**src/rtl/csr_pkg.sv**
```systemverilog
package csr_pkg;
    localparam int DW   = 8;
    localparam int AW   = 4;
    localparam int NREG = 1 << AW;

    typedef logic [DW-1:0] regbyte_t;
    typedef logic [NREG-1:0][DW-1:0] regfile_t;

    // register addresses
    localparam int A_CNT_LO  = 0;
    localparam int A_CNT_MID = 1;
    localparam int A_CNT_HI  = 2;
    localparam int A_CMD     = 3;
    localparam int A_STAT    = 4;
    localparam int A_INTR    = 5;
    localparam int A_SEQ     = 6;
    localparam int A_FLAGS   = 7;
    localparam int A_CFG1    = 8;
    localparam int A_CFG2    = 9;
    localparam int A_CFG3    = 10;
    localparam int A_SPARE0  = 11;
    localparam int A_SPARE1  = 12;

    // bit positions
    localparam int ST_INT       = 7;
    localparam int ST_DONE      = 4;
    localparam int CMD_DMA      = 7;
    localparam int CFG1_NOREPORT = 6;

    localparam regbyte_t IR_BUSRST   = 8'h80;
    localparam regbyte_t SEQ_DONE    = 8'h04;

    typedef enum logic [6:0] {
        OP_NOP     = 7'h00,
        OP_FLUSH   = 7'h01,
        OP_CHIPRST = 7'h02,
        OP_BUSRST  = 7'h03
    } opcode_e;

    typedef struct packed {
        logic wr_go;
        logic rd_go;
        logic intr_rd;
        logic cnt_wr;
        logic hi_wr;
        logic dma_load;
        logic chip_rst;
        logic bus_rst;
        logic mirror;
    } dec_t;

    function automatic logic is_count(input logic [AW-1:0] a);
        return (int'(a) >= A_CNT_LO) && (int'(a) <= A_CNT_HI);
    endfunction

    function automatic logic is_mirrored(input logic [AW-1:0] a);
        return (int'(a) == A_CMD) ||
               ((int'(a) >= A_CFG1) && (int'(a) <= A_SPARE1));
    endfunction
endpackage

```
**src/rtl/csr_decode.sv**
```systemverilog
module csr_decode
    import csr_pkg::*;
(
    input  logic [AW-1:0] addr,
    input  logic          wr_en,
    input  logic          rd_en,
    input  regbyte_t      wr_data,
    output dec_t          dec
);
    logic cmd_wr;

    always_comb begin
        cmd_wr       = wr_en && (int'(addr) == A_CMD);
        dec          = '0;
        dec.wr_go    = wr_en;
        dec.rd_go    = rd_en && !wr_en;
        dec.intr_rd  = dec.rd_go && (int'(addr) == A_INTR);
        dec.cnt_wr   = wr_en && is_count(addr);
        dec.hi_wr    = wr_en && (int'(addr) == A_CNT_HI);
        dec.mirror   = wr_en && is_mirrored(addr);
        dec.dma_load = cmd_wr && wr_data[CMD_DMA];
        dec.chip_rst = cmd_wr && (wr_data[6:0] == OP_CHIPRST);
        dec.bus_rst  = cmd_wr && (wr_data[6:0] == OP_BUSRST);
    end
endmodule

```
**src/rtl/csr_irq.sv**
```systemverilog
module csr_irq (
    input  logic clk,
    input  logic rst,
    input  logic soft_rst,
    input  logic raise,
    input  logic lower,
    output logic irq
);
    // raise wins over a lower in the same cycle: the event follows the clear
    always_ff @(posedge clk) begin
        if (rst || soft_rst)
            irq <= 1'b0;
        else if (raise && !irq)
            irq <= 1'b1;
        else if (lower && !raise && irq)
            irq <= 1'b0;
    end

    AST_IRQ_RAISE_HOLDS: assert property (@(posedge clk) disable iff (rst)
        (raise && !soft_rst) |=> irq);
endmodule

```
**src/rtl/csr_rdmux.sv**
```systemverilog
module csr_rdmux
    import csr_pkg::*;
#(
    parameter regbyte_t CHIP_ID = 8'hA2
) (
    input  logic          clk,
    input  logic          rst,
    input  logic          soft_rst,
    input  logic          hi_wr,
    input  logic [AW-1:0] addr,
    input  regfile_t      rd_q,
    input  logic          irq,
    output regbyte_t      value
);
    logic hi_seen;

    always_ff @(posedge clk) begin
        if (rst || soft_rst)
            hi_seen <= 1'b0;
        else if (hi_wr)
            hi_seen <= 1'b1;
    end

    always_comb begin
        value = rd_q[addr];
        if (int'(addr) == A_CNT_HI && !hi_seen)
            value = CHIP_ID;
        else if (int'(addr) == A_STAT)
            value[ST_INT] = irq;
    end

    AST_HI_SEEN_STICKY: assert property (@(posedge clk) disable iff (rst)
        (hi_seen && !soft_rst) |=> hi_seen);
endmodule

```
**src/rtl/ctl_status_regs.sv**
```systemverilog
module ctl_status_regs
    import csr_pkg::*;
#(
    parameter regbyte_t CHIP_ID      = 8'hA2,
    parameter regbyte_t CFG1_DEFAULT = 8'h07
) (
    input  logic          clk,
    input  logic          rst,
    input  logic [AW-1:0] addr,
    input  logic          wr_en,
    input  logic [DW-1:0] wr_data,
    input  logic          rd_en,
    output logic [DW-1:0] rd_data,
    input  logic          ev_valid,
    input  logic [DW-1:0] ev_reason,
    input  logic          ev_count_done,
    output logic          irq
);
    localparam int NCNT = A_CNT_HI - A_CNT_LO + 1;

    dec_t     dec;
    regfile_t rd_q;
    regbyte_t cnt_wq [NCNT];
    regbyte_t rd_value;
    regbyte_t intr_base;
    regbyte_t intr_next;
    logic     irq_raise;

    csr_decode u_dec (
        .addr    (addr),
        .wr_en   (wr_en),
        .rd_en   (rd_en),
        .wr_data (wr_data),
        .dec     (dec)
    );

    always_comb begin
        if (dec.bus_rst)
            intr_base = IR_BUSRST;
        else if (dec.intr_rd)
            intr_base = '0;
        else
            intr_base = rd_q[A_INTR];
        intr_next = intr_base | (ev_valid ? ev_reason : '0);
        irq_raise = ev_valid || (dec.bus_rst && !rd_q[A_CFG1][CFG1_NOREPORT]);
    end

    csr_irq u_irq (
        .clk      (clk),
        .rst      (rst),
        .soft_rst (dec.chip_rst),
        .raise    (irq_raise),
        .lower    (dec.intr_rd),
        .irq      (irq)
    );

    csr_rdmux #(.CHIP_ID(CHIP_ID)) u_rdmux (
        .clk      (clk),
        .rst      (rst),
        .soft_rst (dec.chip_rst),
        .hi_wr    (dec.hi_wr),
        .addr     (addr),
        .rd_q     (rd_q),
        .irq      (irq),
        .value    (rd_value)
    );

    // write-side count bytes
    generate
        for (genvar g = 0; g < NCNT; g++) begin : g_cnt
            always_ff @(posedge clk) begin
                if (rst || dec.chip_rst)
                    cnt_wq[g] <= '0;
                else if (wr_en && int'(addr) == A_CNT_LO + g)
                    cnt_wq[g] <= wr_data;
            end
        end
    endgenerate

    always_ff @(posedge clk) begin
        if (rst || dec.chip_rst) begin
            rd_q         <= '0;
            rd_q[A_CFG1] <= CFG1_DEFAULT;
            rd_data      <= '0;
        end else begin
            if (dec.mirror)
                rd_q[addr] <= wr_data;
            if (dec.dma_load)
                for (int i = 0; i < NCNT; i++)
                    rd_q[A_CNT_LO + i] <= cnt_wq[i];
            if (dec.cnt_wr || dec.intr_rd)
                rd_q[A_STAT][ST_DONE] <= 1'b0;
            if (ev_count_done)
                rd_q[A_STAT][ST_DONE] <= 1'b1;
            rd_q[A_INTR] <= intr_next;
            if (dec.intr_rd)
                rd_q[A_SEQ] <= SEQ_DONE;
            if (dec.rd_go)
                rd_data <= rd_value;
        end
    end

    AST_EVENT_RAISES_IRQ: assert property (@(posedge clk) disable iff (rst)
        (ev_valid && !dec.chip_rst) |=> irq);
    AST_INTR_READ_DROPS_IRQ: assert property (@(posedge clk) disable iff (rst)
        (rd_en && !wr_en && int'(addr) == A_INTR && !ev_valid) |=> !irq);
    AST_INTR_READ_SETS_SEQ: assert property (@(posedge clk) disable iff (rst)
        (rd_en && !wr_en && int'(addr) == A_INTR) |=> rd_q[A_SEQ] == SEQ_DONE);
    AST_COUNT_WRITE_CLEARS_DONE: assert property (@(posedge clk) disable iff (rst)
        (wr_en && is_count(addr) && !ev_count_done) |=> !rd_q[A_STAT][ST_DONE]);
    AST_MUTED_BUSRST: assert property (@(posedge clk) disable iff (rst)
        (dec.bus_rst && rd_q[A_CFG1][CFG1_NOREPORT] && !ev_valid && !irq) |=> !irq);
    AST_CHIPRST_DEFAULTS: assert property (@(posedge clk) disable iff (rst)
        dec.chip_rst |=> (rd_q[A_CFG1] == CFG1_DEFAULT && !irq));
    AST_COLLIDE_HOLDS_RDATA: assert property (@(posedge clk) disable iff (rst)
        (rd_en && wr_en && !dec.chip_rst) |=> $stable(rd_data));
endmodule

```
**config.mk**
```make
export PLATFORM = sky130hd
export DESIGN_NAME = ctl_status_regs
export DESIGN_NICKNAME = d
export VERILOG_FILES = /design/src/rtl/csr_pkg.sv /design/src/rtl/csr_decode.sv /design/src/rtl/csr_irq.sv /design/src/rtl/csr_rdmux.sv /design/src/rtl/ctl_status_regs.sv
export SDC_FILE = /design/constraint.sdc
export NUM_CORES = 1
export LEC_CHECK = 0
export ABC_AREA = 1
export BUFFER_PORTS_ARGS = -buffer_cell sky130_fd_sc_hd__clkbuf_2
export CAP_MARGIN = 40
export CORE_ASPECT_RATIO = 1.4
export CORE_MARGIN = 4
export CORE_UTILIZATION = 39
export CTS_CLUSTER_DIAMETER = 100
export DETAILED_ROUTE_END_ITERATION = 8
export PLACE_DENSITY_LB_ADDON = 0.2
export SYNTH_ARGS = -nofsm -noshare
export SYNTH_HDL_FRONTEND = slang
export SYNTH_SLANG_ARGS = --single-unit
```
**constraint.sdc**
```tcl
create_clock -name clk -period 2.6 [get_ports clk]
set_input_delay 0.26 -clock clk [delete_from_list [all_inputs] [get_ports clk]]
set_output_delay 0.26 -clock clk [all_outputs]
set_load 0.01 [all_outputs]
```
; After elaboration in Yosys (flattened, before gate mapping)
; Memories as Yosys holds them, arrays and structs flattened.
; Index checks and enable logic that the tools add are counted.
[word_totals]
memories = 1
ramBits = 24
word_cells = 103
ff_bits = 138
inputBits = 26
[classes]
reduce_logical = 33
muxes = 32
magnitude_cmp = 5
eq_ne = 7
n_bitwise = 4
[memory_table]
columns = name, depth, width, rd, rd_clocked_by_memory_dff, write_ports, line_no
row1 = cnt_wq, 3, 8, 3, 0, 3, ctl_status_regs.sv:23  ; regbyte_t cnt_wq [NCNT];
[ops]
columns = operator, n
row1 = $bwmux 128, 1
row2 = $mux 8, 8
row3 = $mux 51, 1
row4 = $bmux 8 s4, 1
row5 = $demux 8 s4, 1
row6 = $mux 24, 1
row7 = $logic_and 1x1->1, 18
row8 = $mux 1, 17
row9 = $eq 7x2->1 const B, 2
row10 = $eq 4x3->1 const B, 2
row11 = $eq 4x4->1 const B, 2
row12 = $or 8x8->8, 1
row13 = $mux 7, 1
row14 = $reduce_bool 2->1, 3
row15 = $logic_not 1->1, 5
row16 = $lt 4x5->1 const B, 1
row17 = $eq 4x2->1 const B, 1
row18 = $ge 4x1->1 const B, 1
row19 = $ge 4x4->1 const B, 1
row20 = $le 4x2->1 const B, 1
row21 = $le 4x4->1 const B, 1
row22 = $logic_not 4->1, 1
row23 = $logic_or 1x1->1, 4
row24 = $mux 3, 1
row25 = other kinds (3), 5

; Logic depth before layout (Yosys ltp)
; Gate-level depths: netlist (run 1).
[logic_depth]
word_depth = 10
ltp_mapped = 12
depth_no_buf = 9

; By module
; From an unflattened synthesis (run 1), not the netlist that was laid out.
[unflattened]
cells_unflattened = 1125
area_unflattened_um2 = 7961.4
[modules_own_cells]
columns = module, cells_each, instances, area_each_um2, seq_area_each_um2
row1 = ctl_status_regs, 755, 1, 6242.2, 3443.3
row2 = csr_rdmux, 331, 1, 1529.0, 20.0
row3 = csr_decode, 31, 1, 138.9, 0.0
row4 = csr_irq, 8, 1, 51.3, 20.0

; Worst setup path after synthesis (run 1)
; Ideal clock, no wire load.
[synth_timing]
path_type = input to register
startpoint = input addr[1]
endpoint = memory cnt_wq[0][0] (netlist name), enable pin
setup_slack_ps = 682
path_stages = 5
arrival_ps = 1534
path_buffers = 2
cell_sequence = buf_4 > nor2_2 > buf_2 > inv_1 > o21ai_0
[synth_rtl]
columns = element, line_no
row1 = "start, declared", ctl_status_regs.sv:9  ; input logic [AW-1:0] addr,
row2 = "end, declared", ctl_status_regs.sv:23

==> results of run 1 <==
==> per-stage QoR <==
step	worst slack [ns]	hold slack [ns]	instance area (um^2)
6_report	0.8701	0.07328	8085
5_1_grt	0.6569	0.07221	8085
4_1_cts	0.8618	0.05584	8085
3_5_place_dp	0.4438	0.4168	7526
3_3_place_gp	0.4615	0.4142	7526
2_1_floorplan	0.6817	0.3869	7137
==> state kept, by name, indices dropped and copies added, names as in the netlist <==
name             flops
rd_data              8
rd_q               128
cnt_wq              24
u_rdmux.hi_seen      1
u_irq.irq            1
==> path summary, 6_finish.rpt <==
path | to | slack (ns) | cells past startpoint
setup / recovery | cnt_wq[2][4] | 0.87 | 8
hold / removal | rd_q[41] | 0.07 | 3
setup reg to reg | rd_data[2] | 1.36 | 8
hold reg to reg | rd_q[118] | 0.43 | 2
==> per-layer routing <==
layer | track usage, % | up-vias | wire [um]
li1 | - | 3176 | -
met1 | 23.33 | 2775 | 8139
met2 | 34.42 | 97 | 9947
met3 | 3.125 | 25 | 588
met4 | 6.920 | 0 | 451
met5 | 0 | - | 0
==> worst max-delay path, stage by stage <==
cell,delay [ns]
clkbuf_2,0.14
inv_1,0.19
nand3_1,0.13
nor4_1,0.27
nand2_1,0.21
nand2_4,0.12
inv_2,0.14
nand2_1,0.33
==> cells by family after synthesis <==
logic type      after synthesis
buf+inv                     156
flops                       162
compound gates               99
simple gates                600
==> where the power goes <==
group	switching (mW)	internal [mW]
combinational	0.240	0.0913
clock	1.06	1.33
sequential	0.0232	2.59
total	1.32	4.01
==> cell type report <==
cell class | count | area, um^2 | share of cell area (%)
Clock inverter | 14 | 130.1 | 1.609
Timing Repair Buffer | 60 | 377.9 | 4.673
Sequential cell | 162 | 3483 | 43.08
Inverter | 110 | 414.1 | 5.122
Tap cell | 240 | 300.3 | 3.714
Multi-Input combinational cell | 699 | 2950 | 36.49
Clock buffer | 18 | 429.2 | 5.308
==> layout by cell type (no fill, tap or decap), types with 6 or more instances in the layout <==
cell / n
nand2_1: 469
dfxtp_1: 138
inv_1: 105
nor2_1: 79
a21oi_1: 55
clkbuf_2: 34
nand3_1: 31
o21ai_0: 27
buf_4: 25
edfxtp_1: 24
clkbuf_16: 17
o211ai_1: 6
==> run_results.csv, run 1 <==
group,metric,value,unit
timing,finalHoldViolations,0,
clocking,postCtsSetupBuffers,0,
yosys,syn_nets,1043,
worst_setup_path,start_kind,"input port",
detailed_routing,initialDrtViolationCount,405,
yosys,synth_most_common_cell,"nand2_1",
worst_setup_path,crit_path_end_kind,"flop",
hold_path,hp-class,"input port to flop",
clocking,clk_latency,0.42,ns
yosys,synth-edff-count,24,
final_layout,layout-drive-gt1-share,10.16,%
yosys,netlist.area_leader.share,38.71,%
global_route,grt.total_usage,19.36,%
yosys,synth_cell_types,34,
yosys,ys_seq_area_share,48.81,%
clocking,cts_buffers,17,
final_layout,area_growth,13.29,%
placement,io_buffers,34,
worst_setup_path,reg2reg_from,"rd_q[74]",
final_layout,fin_nets,1076,
yosys,synth-compound-area-share,7.539,%
clocking,clkTransAtPathRegs,0.06,ns
detailed_routing,first_pass_iters,4,
die,dieArea,0.02056,mm^2
final_layout,instances_no_fill,1303,
final_layout,final_util,44.92,%
global_route,grt_pass1_wl,30710,um
die,top_level_ports,35,
yosys,synthSimpleGateAreaFrac,33.73,%
timing,fin_skew,0.01013,ns
yosys,ys_ff_latch,162,
detailed_routing,viasPerCell,4.661,
clocking,h-tree-depth,4,
yosys,syn_area,0.007137,mm^2
worst_setup_path,worst_ep_required_time,2.68,ns
yosys,syn_avg_cell_area,7.018,um^2
yosys,postSynth.asyncResetShare,0,%
yosys,synth_top_family_by_area,"simple AND/OR/NAND/NOR gates",
die,die_h,168.1,um
hold_path,hp-start,"ev_reason[1]",
placement,dpl.hpwl,13580,um
placement,place_congestion,0.8215,
global_route,grt-ovfl-total,0,
placement,post-place-cells,1271,
global_route,grt_pass1_vias,5843,
yosys,syn_inst,1017,
detailed_routing,drc,0,
detailed_routing,num_vias,6073,
clocking,cts_sinks,162,
worst_setup_path,path_max_fanout,17,
timing,fin_tns_setup,0,ns
die,core-area,0.01800,mm^2
final_layout,fillers,1962,
yosys,yosysTopAreaCell,"dfxtp_1",
timing,setup_viol,0,
timing,slew_headroom,58.71,%
yosys,synth-main-ff-cell,"dfxtp_1",
yosys,synthTopCellsByCount,"nand2_1 (469), dfxtp_1 (138), inv_1 (105), nor2_1 (79), a21oi_1 (55)",
clocking,clock-root-buffer,"clkbuf_16",
yosys,synth-xor-area-share,0,%
die,rows,58,
die,die_w,122.3,um
global_route,grt_start_max_net_pins,93,
timing,fmax,578.1,MHz
timing,period_minus_slack,1.730,ns
yosys,ys.warnings.count,0,
clocking,cts_resized,0,
global_route,antenna_found_initial,0,
pwr,fin_total_pwr,5.334,mW
worst_setup_path,critical_path_class,"input port to flop",
clocking,cts_tree,"built",
clocking,cts.path.max_buffers,2,
die,initial_core_util,39.66,%
status,status,"completed",
clocking,ctsHoldBuffers,0,
timing,drv_slew,0,
detailed_routing,wl_per_cell,14.68,um
pwr,ir_drop,0.3400,mV
pwr,power.density,659.7,mW/mm^2
flow_run,maxCapViolCount,0,
worst_setup_path,crit_arrival,1.81,ns
detailed_routing,wirelength,19130,um
timing,fin_crit_sh,66.53,%
pwr,p_leak,3.750,nW
yosys,synth.area.top_cells,"dfxtp_1 (39%), nand2_1 (25%), edfxtp_1 (10%), inv_1 (5.5%), nor2_1 (4.2%)",
detailed_routing,drt.antenna.violating_nets,0,
final_layout,antenna_cells,0,
yosys,synthMuxAreaShare,0,%
yosys,synth-adder-area-share,0,%
worst_setup_path,startpoint,"wr_data[4]",
timing,worst_slew_pin_slew,0.6175,ns
timing,rsz0062_at_grt,"no",
Power figures use the tool's default switching activity.
==> run 2: changes to the inputs <==
--- a/config.mk
+++ b/config.mk
@@ -5,7 +5,7 @@
 export SDC_FILE = /design/constraint.sdc
 export NUM_CORES = 1
 export LEC_CHECK = 0
-export ABC_AREA = 1
+export ABC_AREA = 0
 export BUFFER_PORTS_ARGS = -buffer_cell sky130_fd_sc_hd__clkbuf_2
 export CAP_MARGIN = 40
 export CORE_ASPECT_RATIO = 1.4
==> constraint.sdc (replaced) <==
create_clock -name clk -period 1.5 [get_ports clk]
set_input_delay 0.15 -clock clk [delete_from_list [all_inputs] [get_ports clk]]
set_output_delay 0.15 -clock clk [all_outputs]
set_load 0.01 [all_outputs]
==> run 2 against run 1 <==
Combinational power increased by 110%; the run now ends with setup timing left; register-to-register slack got worse by 1.4 ns; wire length decreased by 8.1%; cell area increased by 2.7%; cell count decreased by 31%; worst hold slack improved by 0.057 ns; non-clock buffer count increased by 56.
==> run_results.csv, run 2 <==
group,metric,value,unit
global_route,grt_start_max_net_pins,48,
worst_setup_path,crit_path_end_kind,"flop",
final_layout,area_growth,28.44,%
detailed_routing,num_vias,4876,
worst_setup_path,crit_arrival,1.83,ns
yosys,synth-main-ff-cell,"dfxtp_1",
yosys,synth_top_family_by_area,"simple AND/OR/NAND/NOR gates",
timing,period_minus_slack,1.505,ns
placement,post-place-cells,865,
yosys,synthTopCellsByCount,"dfxtp_1 (137), nand2_1 (92), and2_1 (58), a21oi_1 (57), o21ai_0 (34)",
global_route,antenna_found_initial,0,
final_layout,largest-register,"rd_q",
clocking,h-tree-depth,4,
detailed_routing,first_pass_iters,4,
clocking,clkTransAtPathRegs,0.07,ns
timing,fmax,664.3,MHz
worst_setup_path,path_max_fanout,2,
timing,fin_skew,0.01400,ns
flow_run,maxCapViolCount,0,
final_layout,instances_no_fill,905,
global_route,globalRoute.busiestLayer,"met2",
pwr,ir_drop,0.9343,mV
global_route,met2_usage,33.51,%
yosys,yosysTopAreaCell,"dfxtp_1",
worst_setup_path,critical_path_class,"flop to flop",
clocking,cts.path.max_buffers,2,
detailed_routing,drt.antenna.violating_nets,0,
yosys,syn_avg_cell_area,10.64,um^2
placement,place_ws,-0.3292,ns
timing,fin_tns_setup,-0.005419,ns
yosys,synthSimpleGateAreaFrac,17.01,%
yosys,syn_nets,634,
yosys,synthMuxAreaShare,14.45,%
status,status,"finished with violations",
die,rows,55,
timing,drv_slew,0,
die,die_h,160.4,um
pwr,power.density,1125,mW/mm^2
final_layout,final_util,51.15,%
detailed_routing,wirelength,17580,um
global_route,grt-ovfl-total,0,
die,initial_core_util,39.82,%
yosys,synth-adder-area-share,0,%
timing,worst_slew_pin_slew,0.4810,ns
timing,finalHoldViolations,0,
yosys,synth-xor-area-share,0,%
global_route,met1_usage,25.35,%
timing,rsz0062_at_grt,"yes",
global_route,grt_pass1_wl,28650,um
clocking,cts_tree,"built",
timing,setup_viol,1,
global_route,grt.total_usage,20.08,%
clocking,cts_buffers,17,
yosys,postSynth.asyncResetShare,0,%
final_layout,antenna_cells,0,
final_layout,fin_nets,720,
yosys,netlist.area_leader.share,42.41,%
detailed_routing,viasPerCell,5.388,
placement,placed_area,0.007611,mm^2
yosys,synth_cell_types,41,
timing,whs,0.1301,ns
yosys,synth_most_common_cell,"dfxtp_1",
final_layout,final_cell_mix,"dfxtp_1 (133), nand2_1 (91), buf_4 (64)",
detailed_routing,wl_per_cell,19.42,um
detailed_routing,initialDrtViolationCount,291,
clocking,clk_latency,0.43,ns
status,violations,"setup timing",
yosys,synth.area.top_cells,"dfxtp_1 (42%), edfxtp_1 (11%), mux4_2 (11%), and2_1 (5.6%), nand2_1 (5.3%)",
final_layout,layout_commonest_cell,"dfxtp_1",
placement,io_buffers,34,
timing,fin_crit_sh,100.4,%
worst_setup_path,start_kind,"flop",
placement,place_congestion,0.8402,
die,die_w,116.8,um
worst_setup_path,worst_ep_required_time,1.82,ns
clocking,cts_sinks,161,
die,dieArea,0.01874,mm^2
final_layout,design_area,0.008307,mm^2
placement,dpl.hpwl,12620,um
yosys,ys_ff_latch,161,
yosys,syn_area,0.006467,mm^2
global_route,grt_pass1_vias,5155,
yosys,ys_seq_area_share,53.55,%
final_layout,reg_top3,"rd_q (127), cnt_wq (24), rd_data (8)",
yosys,synth-edff-count,24,
die,core-area,0.01624,mm^2
die,top_level_ports,35,
yosys,ys.warnings.count,0,
final_layout,layout-drive-gt1-share,35.55,%
timing,slew_headroom,67.81,%
pwr,fin_total_pwr,9.345,mW
yosys,syn_inst,608,
pwr,p_leak,3.140,nW
yosys,synth-compound-area-share,11.10,%
global_route,met3_usage,3.355,%
hold_path,hp-class,"input port to flop",
detailed_routing,drc,0,
final_layout,largest_reg_flops,127,
clocking,clock-root-buffer,"clkbuf_16",
timing,setup_ws,-0.005419,ns
clocking,postCtsSetupBuffers,0,
final_layout,fillers,1480,
## run 2: cell types whose count changed in the layout (fill, tap and decap cells not counted), sizes merged, moves of 9 or more
cell	before	now
a32o	0	12
and2	0	58
buf	26	73
dlygate4sd3	0	9
inv	112	7
mux2i	0	18
mux4	0	32
nand2	474	92
nand3	34	11
nor2	84	23
## run 2: timing repair
action / in CTS / in global routing
gates cloned: 0 / 0
hold endpoints to repair: 9 / 0
pin swaps: 2 / 3
setup endpoints to repair: 6 / 6
hold buffers: 9 / 0
resized for setup: 7 / 3
## run 2: area by class of cell
type | instances | area (um^2) | area share (%)
clock buffers | 22 | 496.7 | 5.980
clock inverters | 9 | 72.57 | 0.8736
inverters | 4 | 15.01 | 0.1808
multi-input cells | 394 | 3084 | 37.13
flip-flops and latches | 161 | 3468 | 41.75
well taps | 199 | 249.0 | 2.997
repair buffers | 116 | 920.9 | 11.09
## run 2: power breakdown
group	total (mW)	switching (mW)	leakage, nW	internal [mW]
sequential	4.51	0.0430	1.34	4.47
clock	4.13	1.76	0.274	2.37
combinational	0.710	0.405	1.53	0.304
total	9.35	2.20	3.14	7.14
## run 2: path summary, 6_finish.rpt
kind | start | endpoint | slack, ns | cells past startpoint
hold reg to reg | rd_q[111] | rd_q[111] | 0.46 | 1
setup reg to reg | rd_q[2] | rd_data[2] | -0.005 | 4
hold / removal | ev_valid | rd_q[44] | 0.13 | 2
setup / recovery | rd_q[2] | rd_data[2] | -0.005 | 4
## run 2: routing by layer
metal,up-vias,share of wire [%]
li1,2329,-
met1,2423,41
met2,94,53
met3,30,3.1
met4,0,2.6
met5,-,0
## run 2: kinds of logic (layout without fill, tap and decap cells)
logic type             Yosys count  count (layout)
flip-flops                     161             161
AO/OA/AOI/OAI                  122             122
buffers and inverters           53             151
AND/OR/NAND/NOR                219             219
multiplexers                    53              53
## run 2: worst max-delay path: stages, from the launching register on
cell	delay [ns]
dfxtp_2	0.34
mux4_2	0.49
a22oi_2	0.25
nand3_1	0.10
a32o_1	0.22
==> run 3: changes to the inputs <==
--- a/config.mk
+++ b/config.mk
@@ -13,7 +13,7 @@
 export CORE_UTILIZATION = 39
 export CTS_CLUSTER_DIAMETER = 100
 export DETAILED_ROUTE_END_ITERATION = 8
-export PLACE_DENSITY_LB_ADDON = 0.2
+export PLACE_DENSITY_LB_ADDON = 0.08
 export SYNTH_ARGS = -nofsm -noshare
 export SYNTH_HDL_FRONTEND = slang
 export SYNTH_SLANG_ARGS = --single-unit
==> run 3 against run 2 <==
The flow now finishes without violations; utilization rose by 0.20 points; die area did not move; wire length fell by 0.80%; global-route usage fell by 0.32 points; critical path type unchanged.
==> run_results.csv, run 3 (synthesized netlist as in run 2, its figures left out) <==
group,metric,value,unit
pwr,power.density,1144,mW/mm^2
detailed_routing,initialDrtViolationCount,246,
global_route,antenna_found_initial,0,
clocking,cts.path.max_buffers,2,
final_layout,fin_nets,715,
placement,dpl.hpwl,12550,um
final_layout,fillers,1449,
placement,post-place-cells,860,
timing,slew_headroom,66.93,%
pwr,swShare,25.13,%
worst_setup_path,crit_path_end_kind,"flop",
die,dieArea,0.01874,mm^2
die,top_level_ports,35,
timing,rsz0062_at_grt,"yes",
status,status,"completed",
global_route,grt_start_max_net_pins,32,
final_layout,layout_commonest_cell,"dfxtp_1",
detailed_routing,wl_met1,7432,um
clocking,postCtsSetupBuffers,0,
clocking,clock-root-buffer,"clkbuf_16",
flow_run,maxCapViolCount,0,
pwr,clkPwrFrac,45.3,%
timing,fin_crit_sh,98.74,%
global_route,grt_pass1_wl,27860,um
pwr,pwr-share-comb,7.5,%
placement,io_buffers,34,
pwr,pwr-share-seq,47.2,%
detailed_routing,viasPerCell,5.254,
die,core-area,0.01624,mm^2
timing,setup_viol,0,
pwr,p_leak,3.147,nW
final_layout,instances_no_fill,901,
final_layout,layout-drive-gt1-share,35.47,%
final_layout,final_cell_mix,"dfxtp_1 (133), nand2_1 (91), and2_1 (58)",
clocking,cts_sinks,161,
clocking,clk_latency,0.43,ns
pwr,p_int,7.141,mW
final_layout,antenna_cells,0,
worst_setup_path,critical_path_class,"flop to flop",
timing,fin_skew,0.006715,ns
detailed_routing,num_vias,4734,
final_layout,reg_top3,"rd_q (127), cnt_wq (24), rd_data (8)",
clocking,cts_tree,"built",
global_route,grt_pass1_vias,4948,
die,die_h,160.4,um
die,initial_core_util,39.82,%
detailed_routing,first_pass_iters,4,
worst_setup_path,worst_ep_required_time,1.82,ns
global_route,grt-ovfl-total,0,
detailed_routing,drc,0,
detailed_routing,wl_met3,582,um
timing,worst_slew_pin_slew,0.4943,ns
final_layout,largest_reg_flops,127,
timing,whs,0.1417,ns
pwr,p_sw,2.396,mW
detailed_routing,wl_met2,9105,um
worst_setup_path,crit_arrival,1.80,ns
placement,place_congestion,0.8467,
timing,drv_slew,0,
hold_path,hp-class,"input port to flop",
final_layout,largest-register,"rd_q",
timing,finalHoldViolations,0,
worst_setup_path,start_kind,"flop",
detailed_routing,top_layer,"met4",
timing,setup_ws,0.01888,ns
clocking,clkTransAtPathRegs,0.07,ns
timing,period_minus_slack,1.481,ns
clocking,cts_buffers,17,
clocking,h-tree-depth,4,
detailed_routing,drt.antenna.violating_nets,0,
placement,place_ws,-0.3429,ns
detailed_routing,wirelength,17440,um
die,die_w,116.8,um
final_layout,area_growth,28.94,%
die,rows,55,
timing,fmax,675.2,MHz
pwr,ir_drop,0.6443,mV
global_route,grt.total_usage,19.77,%
detailed_routing,wl_per_cell,19.35,um
worst_setup_path,path_max_fanout,2,
==> run 3: metrics by stage <==
step | total power, mW | TNS, ns | instance area (um^2) | utilization (%)
6_report | 9.537 | 0 | 8339 | 51.35
5_1_grt | 9.894 | -0.06507 | 8339 | 51.35
4_1_cts | 9.628 | 0 | 8322 | 51.24
3_5_place_dp | 5.296 | -44.80 | 7624 | 46.94
3_3_place_gp | 5.288 | -40.49 | 7624 | 46.94
2_1_floorplan | 5.013 | -34.15 | 6860 | -
==> run 3: metal layers <==
| layer | vias to the layer above | track usage (%) |
|---|---|---|
| li1 | 2330 | - |
| met5 | - | 0 |
| met2 | 71 | 33.25 |
| met3 | 24 | 4.335 |
| met4 | 0 | 6.103 |
| met1 | 2309 | 25.15 |
==> run 3: what timing repair did <==
action	in CTS	in global routing
resized for setup	4	6
gates cloned	0	0
hold endpoints to repair	9	0
setup endpoints to repair	4	7
hold buffers	9	0
pin swaps	2	4
==> run 3: final cells by class <==
type                            instances  area, um^2  area share, %
Sequential cell                       161        3468          41.59
Timing Repair Buffer                  111       933.4          11.19
Tap cell                              199       249.0          2.986
Inverter                                4       15.01         0.1800
Clock inverter                         15       162.7          1.950
Multi-Input combinational cell        394        3085          37.00
Clock buffer                           17       425.4          5.101
==> run 3: worst paths after layout <==
| check | cells after the start | endpoint | from | slack (ns) |
|---|---|---|---|---|
| hold reg to reg | 1 | rd_q[118] | rd_q[118] | 0.45 |
| setup reg to reg | 4 | rd_data[0] | rd_q[24] | 0.02 |
| hold / removal | 2 | rd_q[43] | ev_valid | 0.14 |
| setup / recovery | 4 | rd_data[0] | rd_q[24] | 0.02 |
==> run 3: power by group through the flow <==
stage	logic, mW	registers [mW]	clock network (mW)
3_3_place_gp	0.691	4.60	0
5_1_grt	0.769	4.51	4.62
3_5_place_dp	0.695	4.60	0
2_1_floorplan	0.425	4.59	0
4_1_cts	0.720	4.50	4.40
6_report	0.716	4.50	4.32
==> run 3: critical path: stages (launching register included) <==
cell	delay (ns)
dfxtp_1	0.31
mux4_2	0.50
a22oi_1	0.24
nand3_1	0.10
a32o_1	0.22
